## src/rtl/dss_pkg.sv

```systemverilog
package dss_pkg;
   localparam int NCH          = 2;
   localparam int FRAME_SLOTS  = 32;
   localparam int SLOT_PER_CH  = FRAME_SLOTS / NCH;
   localparam int CNT_W        = $clog2(FRAME_SLOTS + 1);
   localparam int POS_W        = $clog2(SLOT_PER_CH);
   localparam int CH_W         = (NCH > 1) ? $clog2(NCH) : 1;
   localparam int NAP_PULSES   = 2;
   localparam int SLEEP_PULSES = 4;
   localparam int PC_W         = $clog2(SLEEP_PULSES + 1);
   typedef logic [CNT_W-1:0] slot_t;
endpackage

```

## src/rtl/dss_edge.sv

```systemverilog
module dss_edge (
   input  logic clk,
   input  logic rst_n,
   input  logic d_i,
   output logic rise_o,
   output logic any_o
);
   logic d_q;
   always_ff @(posedge clk) begin
      if (!rst_n) d_q <= 1'b0;
      else        d_q <= d_i;
   end
   assign rise_o = d_i & ~d_q;
   assign any_o  = d_i ^ d_q;
endmodule

```

## src/rtl/dss_frame.sv

```systemverilog
module dss_frame
   import dss_pkg::*;
(
   input  logic  clk,
   input  logic  rst_n,
   input  logic  conv_rise_i,
   input  logic  sck_rise_i,
   output slot_t slot_cnt_o,
   output logic  busy_o
);
   localparam slot_t LAST = slot_t'(FRAME_SLOTS);

   always_ff @(posedge clk) begin
      if (!rst_n) begin
         slot_cnt_o <= LAST;
         busy_o     <= 1'b0;
      end else if (conv_rise_i) begin
         slot_cnt_o <= '0;
         busy_o     <= 1'b1;
      end else if (sck_rise_i && slot_cnt_o < LAST) begin
         slot_cnt_o <= slot_cnt_o + slot_t'(1);
         if (slot_cnt_o == LAST - slot_t'(1)) busy_o <= 1'b0;
      end
   end
endmodule

```

## src/rtl/dss_serial.sv

```systemverilog
module dss_serial
   import dss_pkg::*;
#(
   parameter int RES_BITS = 14
) (
   input  logic                         clk,
   input  logic                         rst_n,
   input  logic                         conv_rise_i,
   input  logic [NCH-1:0][RES_BITS-1:0] res_i,
   input  slot_t                        slot_cnt_i,
   output logic                         sdo_o,
   output logic                         oe_o
);
   logic [RES_BITS-1:0] cur_q [NCH];
   logic [RES_BITS-1:0] out_q [NCH];

   for (genvar g = 0; g < NCH; g++) begin : g_ch
      always_ff @(posedge clk) begin
         if (!rst_n) begin
            cur_q[g] <= '0;
            out_q[g] <= '0;
         end else if (conv_rise_i) begin
            out_q[g] <= cur_q[g];
            cur_q[g] <= res_i[g];
         end
      end
   end

   slot_t            s;
   logic [CH_W-1:0]  ch_sel;
   logic [POS_W-1:0] pos;
   logic [POS_W-1:0] bidx;

   always_comb begin
      oe_o   = 1'b0;
      sdo_o  = 1'b0;
      s      = slot_cnt_i - slot_t'(1);
      ch_sel = CH_W'(int'(s) / SLOT_PER_CH);
      pos    = POS_W'(int'(s) % SLOT_PER_CH);
      bidx   = POS_W'(RES_BITS - 1) - pos;
      if (slot_cnt_i != '0 && slot_cnt_i <= slot_t'(FRAME_SLOTS)) begin
         if (pos < POS_W'(RES_BITS)) begin
            oe_o  = 1'b1;
            sdo_o = out_q[ch_sel][bidx];
         end
      end
   end
endmodule

```

## src/rtl/dss_power.sv

```systemverilog
module dss_power
   import dss_pkg::*;
(
   input  logic clk,
   input  logic rst_n,
   input  logic conv_rise_i,
   input  logic sck_edge_i,
   output logic nap_o,
   output logic sleep_o
);
   logic [PC_W-1:0] pc_q;
   logic [PC_W-1:0] pc_n;

   always_comb begin
      pc_n = (pc_q >= PC_W'(SLEEP_PULSES)) ? pc_q : pc_q + PC_W'(1);
   end

   always_ff @(posedge clk) begin
      if (!rst_n || sck_edge_i) begin
         pc_q    <= '0;
         nap_o   <= 1'b0;
         sleep_o <= 1'b0;
      end else if (conv_rise_i) begin
         pc_q    <= pc_n;
         sleep_o <= pc_n >= PC_W'(SLEEP_PULSES);
         nap_o   <= pc_n >= PC_W'(NAP_PULSES) && pc_n < PC_W'(SLEEP_PULSES);
      end
   end
endmodule

```

## src/rtl/dual_sample_seq.sv

```systemverilog
module dual_sample_seq
   import dss_pkg::*;
#(
   parameter int RES_BITS = 14
) (
   input  logic                clk,
   input  logic                rst_n,
   input  logic                conv_i,
   input  logic                sck_i,
   input  logic [RES_BITS-1:0] ch0_res_i,
   input  logic [RES_BITS-1:0] ch1_res_i,
   output logic                sdo_o,
   output logic                sdo_oe_o,
   output logic [NCH-1:0]      hold_o,
   output logic [NCH-1:0]      samp_o,
   output logic                nap_o,
   output logic                sleep_o
);
   if (!(RES_BITS == 12 || RES_BITS == 14)) begin : g_bad_res
      $error("dual_sample_seq: RES_BITS must be 12 or 14");
   end
   if (RES_BITS > SLOT_PER_CH) begin : g_bad_fit
      $error("dual_sample_seq: word does not fit a channel slot group");
   end

   logic  conv_rise, conv_any;
   logic  sck_rise, sck_any;
   slot_t slot_cnt;
   logic  busy;
   logic [NCH-1:0][RES_BITS-1:0] res_bus;

   assign res_bus = {ch1_res_i, ch0_res_i};

   dss_edge u_conv_edge (.clk(clk), .rst_n(rst_n), .d_i(conv_i),
                         .rise_o(conv_rise), .any_o(conv_any));
   dss_edge u_sck_edge  (.clk(clk), .rst_n(rst_n), .d_i(sck_i),
                         .rise_o(sck_rise), .any_o(sck_any));

   dss_frame u_frame (.clk(clk), .rst_n(rst_n), .conv_rise_i(conv_rise),
                      .sck_rise_i(sck_rise), .slot_cnt_o(slot_cnt), .busy_o(busy));

   dss_serial #(.RES_BITS(RES_BITS)) u_serial (
      .clk(clk), .rst_n(rst_n), .conv_rise_i(conv_rise), .res_i(res_bus),
      .slot_cnt_i(slot_cnt), .sdo_o(sdo_o), .oe_o(sdo_oe_o));

   dss_power u_power (.clk(clk), .rst_n(rst_n), .conv_rise_i(conv_rise),
                      .sck_edge_i(sck_any), .nap_o(nap_o), .sleep_o(sleep_o));

   assign hold_o = {NCH{busy}};
   assign samp_o = ~hold_o;

   logic unused_conv_any;
   assign unused_conv_any = conv_any;
endmodule

```

## config.mk

```make
export PLATFORM = sky130hd
export DESIGN_NAME = dual_sample_seq
export DESIGN_NICKNAME = d
export VERILOG_FILES = /design/src/rtl/dss_pkg.sv /design/src/rtl/dss_edge.sv /design/src/rtl/dss_frame.sv /design/src/rtl/dss_serial.sv /design/src/rtl/dss_power.sv /design/src/rtl/dual_sample_seq.sv
export SDC_FILE = /design/constraint.sdc
export NUM_CORES = 1
export LEC_CHECK = 0
export ABC_AREA = 1
export BUFFER_PORTS_ARGS = -buffer_cell sky130_fd_sc_hd__buf_2
export CAP_MARGIN = 25
export CORE_UTILIZATION = 35
export DETAILED_ROUTE_END_ITERATION = 8
export PLACE_DENSITY_LB_ADDON = 0.08
export SETUP_SLACK_MARGIN = 0.4
export SYNTH_ARGS = -nofsm -noshare
export SYNTH_HDL_FRONTEND = slang
export SYNTH_HIERARCHICAL = 1
export SYNTH_SLANG_ARGS = --single-unit
```

## constraint.sdc

```tcl
create_clock -name clk -period 3.05 [get_ports clk]
set_input_delay 0.305 -clock clk [delete_from_list [all_inputs] [get_ports clk]]
set_output_delay 0.305 -clock clk [all_outputs]
set_load 0.01 [all_outputs]
```

==> results of run 1 <==
through the flow:
step / util, % / power (mW) / hold slack (ns)
3_5_place_dp: 40.2 / 1.30 / 0.464
2_1_floorplan: - / 1.24 / 0.377
6_report: 42.5 / 1.96 / 0.159
3_3_place_gp: 40.2 / 1.30 / 0.461
5_1_grt: 42.5 / 2.06 / 0.147
4_1_cts: 42.2 / 1.99 / 0.142
layer usage:
metal | GRT usage [%] | wire, µm | vias up
met5 | 0 | 0 | -
met4 | 5.59 | 85 | 0
met3 | 3.94 | 191 | 8
met2 | 20.7 | 2660 | 31
met1 | 16.4 | 2810 | 941
li1 | - | - | 1160
timing repair:
| action | CTS | global route |
|---|---|---|
| endpoints found under the setup margin | 0 | 1 |
| resized for setup | 0 | 5 |
| hold endpoints to repair | 0 | 0 |
path summary, 6_finish.rpt:
path,startpoint,endpoint,slack [ns]
setup / recovery,u_frame/slot_cnt_o[0]$_SDFFE_PP0P_,sdo_o,0.63
hold / removal,conv_i,u_conv_edge/d_q$_SDFF_PN0_,0.16
setup reg to reg,u_conv_edge/d_q$_SDFF_PN0_,u_serial/out_q[1][9]$_SDFFCE_PN0P_,1.21
hold reg to reg,u_power/nap_o$_SDFFE_PP0P_,u_power/nap_o$_SDFFE_PP0P_,0.47
placed cells by master (no fill, tap or decap), types with 2 or more instances in the layout:
master / instances
a31oi_1: 2
edfxtp_1: 56
o21ai_1: 3
dfxtp_1: 12
clkinv_1: 2
inv_1: 81
buf_2: 39
nor2_4: 3
clkinv_2: 3
buf_4: 4
a21oi_1: 5
nor3_1: 2
nand2_2: 8
o21ai_0: 2
nand2_1: 37
nor2_2: 3
ha_1: 6
xnor2_1: 2
nand3_2: 2
nand3_1: 33
clkbuf_1: 2
nor2_1: 68
clkbuf_8: 9
inv_2: 3
sequential cells by signal (all words and copies together), names as in the netlist:
name and cells:
u_serial/cur_q 28, u_power/nap_o 1, u_frame/slot_cnt_o 6, u_frame/busy_o 1, u_serial/out_q 28, u_power/pc_q 2, u_conv_edge/d_q 1, u_sck_edge/d_q 1
u_power/sleep_o 1
power by group through the flow:
stage,Sequential (mW),Combinational (mW),Clock [mW]
final,1.09,0.191,0.681
after global routing,1.10,0.221,0.744
after CTS,1.09,0.191,0.708
after detailed placement,1.11,0.189,0
after global placement,1.11,0.188,0
after floorplan,1.11,0.131,0
final cells by class:
cell class	count	area, µm²	share of cell area [%]
timing repair buffer	44	245	6.52
clock buffer	12	156	4.16
sequential	69	1940	51.7
inverter	86	323	8.58
clock inverter	4	23.8	0.632
tap	108	135	3.59
multi-input combinational	182	935	24.9
critical path, delay by kind of cell (launching register included):
family	cells	cell delay, ns
and+or+nand+nor	1	0.06
adders and majority gates	2	0.65
DFF	1	0.33
AOI/OAI and AO/OA	2	0.31
buffers and inverters	4	0.44
==> metrics.yaml, run 1 <==
power:
  internal_power_mw: 1.49
  p_leak_nw: 1.70
  pwr-share-clk_pct: 34.7
  worst_ir_drop_vdd_mv: 0.224
  p_sw_mw: 0.474
  switching_share_pct: 24.1
  combPwrFrac_pct: 9.7
  seqPwrFrac_pct: 55.6
  power.density_nw_per_um2: 522
sta:
  fin_ws_ns: 0.627
  max_slew.worst_pin.slew_ns: 0.661
  fin_crit_sh_pct: 79.4
  rsz0062_at_grt: "false"
  finalSetupViolCount: 0
  timing.slew.headroom_pct: 55.8
  skew_ns: 0.0121
  fmax_mhz: 413
  fin_setup_tns_ns: 0
  drv_slew: 0
  fin_crit_ns: 2.42
  hold_viol_final: 0
cells_and_area:
  final_nets: 431
  stdcell_count: 505
  n_antenna_cell: 0
  nFillCells: 887
  area_growth_pct: 16.4
  finalInstanceArea_um2: 3760
  drive_gt1_share_pct: 20.9
clock_network:
  htreeDepth: 3
  cts_sinks: 69
  cts_tree: "done"
  insertion_delay_ns: 0.34
  cts_buffer_depth: 2
  post_cts_buffers: 0
  cts_buffers: 9
  root_buffer: "clkbuf_8"
  clk_pin_slew_ns: 0.08
  hold_buffers: 0
outcome:
  status: "finished, violations left"
  violations: "DRC"
min_path:
  hp-class: "in2reg"
  min_path_cells: 3
floorplanning:
  rows: 34
  die_w_um: 98.1
  die-area_um2: 9620
  start_util_pct: 36.5
  core_area_um2: 8850
  pin_count: 40
  chipHeight_um: 98.1
yosys:
  synth_nets: 387
  synth_area_um2: 3230
  synth_area_per_cell_um2: 9.28
  synth_cells: 348
  ys_warn_count: 6
global_route:
  grt-ovfl-total: 0
  grt_pass1_wl_mm: 9.55
  antenna_found_initial: 0
  grt_pass1_vias: 2065
  grt_max_degree: 38
  gr-usage-all-layers_pct: 13.0
placed_design:
  port-buffer-count: 39
  place_congestion: 0.806
  dp_hpwl_mm: 3.86
  dpl_cell_area_um2: 3550
  place_ws_ns: 0.811
  dp.cells: 489
drt:
  route.detailed.drc: 1
  detail-route-antenna-nets: 0
  drtIter0Drc: 95
  avgRoutedWirePerCell_um: 11.4
  vias: 2140
  vias_per_cell: 4.24
  drt_wl_total_mm: 5.75
  drt-pass1-iter-count: 6
critical_path:
  criticalPathCategory: "reg2out"
  cp_data_arrival_time_ns: 2.12
  worstPathCellList: "clkinv_1 -> ha_4 -> inv_1 -> ha_1 -> inv_1 -> a21oi_1 -> nand2_1 -> a21oi_1 -> buf_2"
  crit_path_max_fanout: 6
  cp-start-kind: "flip-flop"
  slowest_stage: "dfxtp_1"
  cp.required_ns: 2.74
  max_stage_delay_ns: 0.33
  cp-end-kind: "output port"
  reg2regPathDepth: 5
run:
  cap_violations: 0
Note: power is estimated with default switching activity, not from simulation.
==> inputs of run 2 (changes only) <==
==> constraint.sdc (replaced) <==
create_clock -name clk -period 2.3 [get_ports clk]
set_input_delay 0.23 -clock clk [delete_from_list [all_inputs] [get_ports clk]]
set_output_delay 0.23 -clock clk [all_outputs]
set_load 0.01 [all_outputs]
==> metrics.yaml, run 2 (synthesis results as in run 1) <==
outcome:
  status: "finished, violations left"  # unchanged
  violations: "DRC"  # unchanged
global_route:
  gr-usage-all-layers_pct: 13.1  # was 13.0%
  antenna_found_initial: 0  # unchanged
  grt_pass1_wl_mm: 9.67  # was 9.55 mm
  grt_pass1_vias: 2062  # was 2,065
  grt-ovfl-total: 0  # unchanged
  grt_max_degree: 57  # was 38
drt:
  vias_per_cell: 4.41  # was 4.24
  drt-pass1-iter-count: 6  # unchanged
  avgRoutedWirePerCell_um: 11.4  # about the same
  detail-route-antenna-nets: 0  # unchanged
  route.detailed.drc: 1  # unchanged
  drt-met1-wl_mm: 2.82  # was 2.81 mm
  drt_wl_total_mm: 5.84  # was 5.75 mm
  drtIter0Drc: 87  # was 95
  highest_layer: "met4"  # unchanged
  vias: 2251  # was 2,140
  wl_met3_um: 266  # was 191 µm
  wl_met2_mm: 2.60  # was 2.66 mm
critical_path:
  cp-end-kind: "output port"  # unchanged
  cp_data_arrival_time_ns: 1.96  # was 2.12 ns
  crit_path_max_fanout: 8  # was 6
  max_stage_delay_ns: 0.34  # was 0.33 ns
  cp-start-kind: "flip-flop"  # unchanged
  worstPathCellList: "clkinv_4 -> ha_4 -> nand3_4 -> nand2_8 -> nand2_1 -> nand3_1 -> nand3_2 -> nand3_2 -> nand3_2 -> a21oi_2 -> buf_2"  # was clkinv_1 -> ha_4 -> inv_1 -> ha_1 -> inv_1 -> a21oi_1 -> nand2_1 -> a21oi_1 -> buf_2
  cpMostUsedCell: "nand3_2"
  slowest_stage: "dfxtp_2"  # was dfxtp_1
  criticalPathCategory: "reg2out"  # unchanged
  cp.required_ns: 2.07  # was 2.74 ns
sta:
  fmax_mhz: 457
  skew_ns: 0.00764  # was 0.0121 ns
  timing.slew.headroom_pct: 74.8  # was 55.8%
  finalSetupViolCount: 0  # unchanged
  hold_viol_final: 0  # unchanged
  fin_setup_tns_ns: 0  # unchanged
  max_slew.worst_pin.slew_ns: 0.378  # was 0.661 ns
  fin_crit_ns: 2.19
  fin_ws_ns: 0.110  # was 0.627 ns
  rsz0062_at_grt: "true"  # was false
  drv_slew: 0  # unchanged
  whs_ns: 0.0842  # was 0.159 ns
  fin_crit_sh_pct: 95.2
cells_and_area:
  largestRegisters: "u_serial/cur_q (28), u_serial/out_q (28), u_frame/slot_cnt_o (6)"  # unchanged
  n_antenna_cell: 0  # unchanged
  finalInstanceArea_um2: 4050  # was 3760 µm²
  area_growth_pct: 25.4  # was 16.4%
  nFillCells: 878  # was 887
  final_nets: 436  # was 431
  layout_commonest_cell: "inv_1"  # unchanged
  drive_gt1_share_pct: 31.1  # was 20.9%
  final_cell_mix: "inv_1, nor2_1, edfxtp_1, buf_2, nand2_1"  # unchanged
floorplanning:
  pin_count: 40  # unchanged
  start_util_pct: 36.5  # unchanged
  core_area_um2: 8850  # unchanged
  die_w_um: 98.1  # unchanged
  die-area_um2: 9620  # unchanged
  chipHeight_um: 98.1  # unchanged
  rows: 34  # unchanged
clock_network:
  root_buffer: "clkbuf_8"  # unchanged
  cts_tree: "done"  # unchanged
  cts_buffer_depth: 2  # unchanged
  htreeDepth: 3  # unchanged
  cts_buffers: 9  # unchanged
  cts_sinks: 69  # unchanged
  clk_pin_slew_ns: 0.08  # about the same
  insertion_delay_ns: 0.34  # about the same
  hold_buffers: 0  # unchanged
placed_design:
  dp_hpwl_mm: 3.70  # was 3.86 mm
  place_ws_ns: 0.323  # was 0.811 ns
  port-buffer-count: 39  # unchanged
  dpl_cell_area_um2: 3570  # was 3550 µm²
  place_congestion: 0.828  # was 0.806
min_path:
  hp-class: "in2reg"  # unchanged
run:
  cap_violations: 0  # unchanged
power:
  power.density_nw_per_um2: 691  # was 522 nW/µm²
  worst_ir_drop_vdd_mv: 0.236  # was 0.224 mV
  p_leak_nw: 1.79  # was 1.70 nW
-- run 2: changes by cell type in the layout (fill, tap and decap cells not counted), sizes merged --
cell	before	now
buf	44	47
bufinv	0	2
clkbuf	12	11
clkinv	6	4
clkinvlp	0	1
nand2	46	48
-- run 2: metal layers --
metal,vias to the layer above,GRT usage (%)
li1,1169,-
met1,1027,17.6
met2,42,19.2
met3,13,3.08
met4,0,7.93
met5,-,0
-- run 2: report_power, final --
| group | internal [mW] | total (mW) | leakage [nW] | switching [mW] |
|---|---|---|---|---|
| Clock | 0.606 | 1.05 | 0.101 | 0.443 |
| Sequential | 1.42 | 1.45 | 0.724 | 0.0272 |
| Combinational | 0.120 | 0.300 | 0.966 | 0.180 |
-- run 2: path summary, 6_finish.rpt --
check	endpoint	slack, ns	cells after the start	from
setup reg to reg	u_serial/cur_q[1][3]$_SDFFCE_PN0P_	0.56	5	u_conv_edge/d_q$_SDFF_PN0_
setup / recovery	sdo_o	0.11	11	u_frame/slot_cnt_o[0]$_SDFFE_PP0P_
hold reg to reg	u_power/nap_o$_SDFFE_PP0P_	0.48	2	u_power/nap_o$_SDFFE_PP0P_
hold / removal	u_sck_edge/d_q$_SDFF_PN0_	0.08	3	sck_i
-- run 2: worst max-delay path: cells and delay by family (launching register included) --
family                   cells  cell delay [ns]
AND/OR/NAND/NOR              7             0.75
flip-flops                   1             0.34
adder cells (fa/ha/maj)      1             0.21
buffers and inverters        2             0.19
AO/OA/AOI/OAI                1             0.14
-- run 2: final cells by class --
cell class	instances	area (µm²)	area share [%]
Sequential cell	69	1950	48.2
Multi-Input combinational cell	184	1150	28.3
Inverter	86	328	8.09
Timing Repair Buffer	47	280	6.92
Tap cell	108	135	3.34
Clock buffer	11	131	3.24
Clock inverter	5	76.3	1.88
-- run 2: metrics by stage --
step                      utilization, %  std cells  power (mW)
after floorplan                        -        348        1.65
after global placement              40.4        487        1.73
after detailed placement            40.4        487        1.73
after CTS                           43.8        507        2.82
after global routing                45.8        510        2.94
final                               45.8        510        2.80
-- run 2: what timing repair did --
action / in CTS / in global routing
pin swaps: 8 / 23
gates resized for setup: 17 / 33
gates cloned: 2 / 0
endpoints found under the setup margin: 1 / 2
buffers inserted: 2 / 3
==> inputs of run 3 (changes only) <==
--- a/config.mk
+++ b/config.mk
@@ -11,6 +11,7 @@
 export CORE_UTILIZATION = 35
 export DETAILED_ROUTE_END_ITERATION = 8
 export PLACE_DENSITY_LB_ADDON = 0.08
+export REMOVE_ABC_BUFFERS = 1
 export SETUP_SLACK_MARGIN = 0.4
 export SYNTH_ARGS = -nofsm -noshare
 export SYNTH_HDL_FRONTEND = slang
==> constraint.sdc (replaced) <==
create_clock -name clk -period 2.3 [get_ports clk]
set_input_delay 0.23 -clock clk [delete_from_list [all_inputs] [get_ports clk]]
set_output_delay 0.23 -clock clk [all_outputs]
set_load 0.05 [all_outputs]
==> metrics.yaml, run 3 (synthesis results as in run 1) <==
outcome:
  status: "finished, violations left"  # unchanged
  violations: "DRC, setup timing"  # was DRC
global_route:
  gr-max-usage-layer: "met2"  # unchanged
  antenna_found_initial: 0  # unchanged
  grt_use_met1_pct: 16.4  # was 17.6%
  grt_pass1_wl_mm: 9.46  # was 9.67 mm
  met2_usage_pct: 19.7  # was 19.2%
  grt_pass1_vias: 2048  # was 2,062
  grt_max_degree: 45  # was 57
  use_met3_pct: 3.94  # was 3.08%
  gr-usage-all-layers_pct: 12.8  # was 13.1%
  grt-ovfl-total: 0  # unchanged
cells_and_area:
  stdcell_count: 514  # was 510
  final_cell_mix: "inv_1, nor2_1, edfxtp_1, buf_2, nand2_1"  # unchanged
  final_nets: 440  # was 436
  area_growth_pct: 25.3  # was 25.4%
  layout_commonest_cell: "inv_1"  # unchanged
  drive_gt1_share_pct: 30.0  # was 31.1%
  largestRegisters: "u_serial/cur_q (28), u_serial/out_q (28), u_frame/slot_cnt_o (6)"  # unchanged
  n_antenna_cell: 0  # unchanged
drt:
  vias: 2270  # was 2,251
  drt-pass1-iter-count: 6  # unchanged
  drt_wl_total_mm: 5.73  # was 5.84 mm
  drtIter0Drc: 103  # was 87
  route.detailed.drc: 2  # was 1
  vias_per_cell: 4.42  # was 4.41
  detail-route-antenna-nets: 0  # unchanged
  avgRoutedWirePerCell_um: 11.1  # was 11.4 µm
placed_design:
  port-buffer-count: 39  # unchanged
  place_ws_ns: 0.0725  # was 0.323 ns
  place_congestion: 0.772  # was 0.828
  dp.cells: 491  # was 487
  dp_hpwl_mm: 3.56  # was 3.70 mm
min_path:
  min-delay-start: "conv_i"  # was sck_i
  hp-class: "in2reg"  # unchanged
floorplanning:
  chipHeight_um: 98.1  # unchanged
  core_area_um2: 8850  # unchanged
  start_util_pct: 36.5  # unchanged
  rows: 34  # unchanged
  die-area_um2: 9620  # unchanged
  pin_count: 40  # unchanged
  die_w_um: 98.1  # unchanged
clock_network:
  insertion_delay_ns: 0.34  # about the same
  cts_sinks: 69  # unchanged
  cts_buffers: 9  # unchanged
  cts_tree: "done"  # unchanged
  root_buffer: "clkbuf_8"  # unchanged
  cts_buffer_depth: 2  # unchanged
  htreeDepth: 3  # unchanged
  hold_buffers: 0  # unchanged
  clk_pin_slew_ns: 0.08  # about the same
critical_path:
  crit_path_max_fanout: 5  # was 8
  cp_data_arrival_time_ns: 2.11  # was 1.96 ns
  slowest_stage: "dfxtp_2"  # unchanged
  r2r_setup_slack_ns: 0.58  # was 0.56 ns
  cp-end-kind: "output port"  # unchanged
  worstPathCellList: "inv_4 -> ha_4 -> buf_6 -> buf_4 -> nand3_4 -> nand2_4 -> nand2_1 -> nand3_2 -> nand3_2 -> a21oi_2 -> nand2_1 -> a21oi_2 -> buf_6"  # was clkinv_4 -> ha_4 -> nand3_4 -> nand2_8 -> nand2_1 -> nand3_1 -> nand3_2 -> nand3_2 -> nand3_2 -> a21oi_2 -> buf_2
  criticalPathCategory: "reg2out"  # unchanged
  cp-start-kind: "flip-flop"  # unchanged
  max_stage_delay_ns: 0.34  # about the same
  r2r_start: "u_conv_edge/d_q$_SDFF_PN0_"  # unchanged
  cp.required_ns: 2.07  # about the same
  critPathLaunch: "u_frame/slot_cnt_o[0]$_SDFFE_PP0P_"  # unchanged
sta:
  finalSetupViolCount: 1  # was 0
  rsz0062_at_grt: "true"  # unchanged
  drv_slew: 0  # unchanged
  fin_crit_ns: 2.34  # was 2.19 ns
  hold_viol_final: 0  # unchanged
  fin_crit_sh_pct: 102  # was 95.2%
  fin_setup_tns_ns: -0.0392  # was 0 ns
  fmax_mhz: 427  # was 457 MHz
  skew_ns: 0.00745  # was 0.00764 ns
  timing.slew.headroom_pct: 72.2  # was 74.8%
  fin_ws_ns: -0.0392  # was 0.110 ns
  max_slew.worst_pin.slew_ns: 0.415  # was 0.378 ns
power:
  power.density_nw_per_um2: 704  # was 691 nW/µm²
  worst_ir_drop_vdd_mv: 0.299  # was 0.236 mV
  fin_total_pwr_mw: 2.85  # was 2.80 mW
  p_leak_nw: 1.81  # was 1.79 nW
run:
  cap_violations: 0  # unchanged
## run 3: cell type report
class / count / area, µm²
flip-flops and latches: 69 / 1950
fillers: 884 / 4800
multi-input cells: 184 / 1090
inverters: 86 / 325
clock inverters: 6 / 87.6
clock buffers: 10 / 128
well taps: 108 / 135
repair buffers: 51 / 334
## run 3: final timing paths
kind	end	cells after the start
hold reg to reg	u_power/nap_o$_SDFFE_PP0P_	2
hold / removal	u_conv_edge/d_q$_SDFF_PN0_	3
setup / recovery	sdo_o	13
setup reg to reg	u_serial/out_q[1][7]$_SDFFCE_PN0P_	5
## run 3: stage by stage
step / cell area (µm²) / util (%) / hold WS (ns)
detailed placement: 3580 / 40.5 / 0.436
finish: 4050 / 45.8 / 0.0794
CTS: 3940 / 44.5 / 0.0585
floorplan: 3170 / - / 0.302
global route: 4050 / 45.8 / 0.0983
global placement: 3580 / 40.5 / 0.431
## run 3: power by group
| group | leakage [nW] | internal, mW | switching [mW] |
|---|---|---|---|
| logic | 0.983 | 0.125 | 0.207 |
| clock network | 0.100 | 0.609 | 0.459 |
| registers | 0.723 | 1.42 | 0.0252 |
## run 3: critical path: cells and delay by family (launching register included)
family / cells / cell delay [ns]
AO/OA/AOI/OAI: 2 / 0.30
adder cells (fa/ha/maj): 1 / 0.16
buffers and inverters: 4 / 0.46
flip-flops: 1 / 0.34
AND/OR/NAND/NOR: 6 / 0.51
## run 3: repair_timing
action	4_1_cts	5_1_grt
resized for setup	28	20
pin swaps	8	12
setup endpoints to repair	2	2
cloned	2	0
buffers inserted	1	4
## run 3: layer usage
layer | share of wire [%] | vias to the layer above
li1 | - | 1182
met4 | 2.1 | 0
met1 | 47 | 1040
met3 | 3.7 | 11
met5 | 0 | -
met2 | 47 | 37
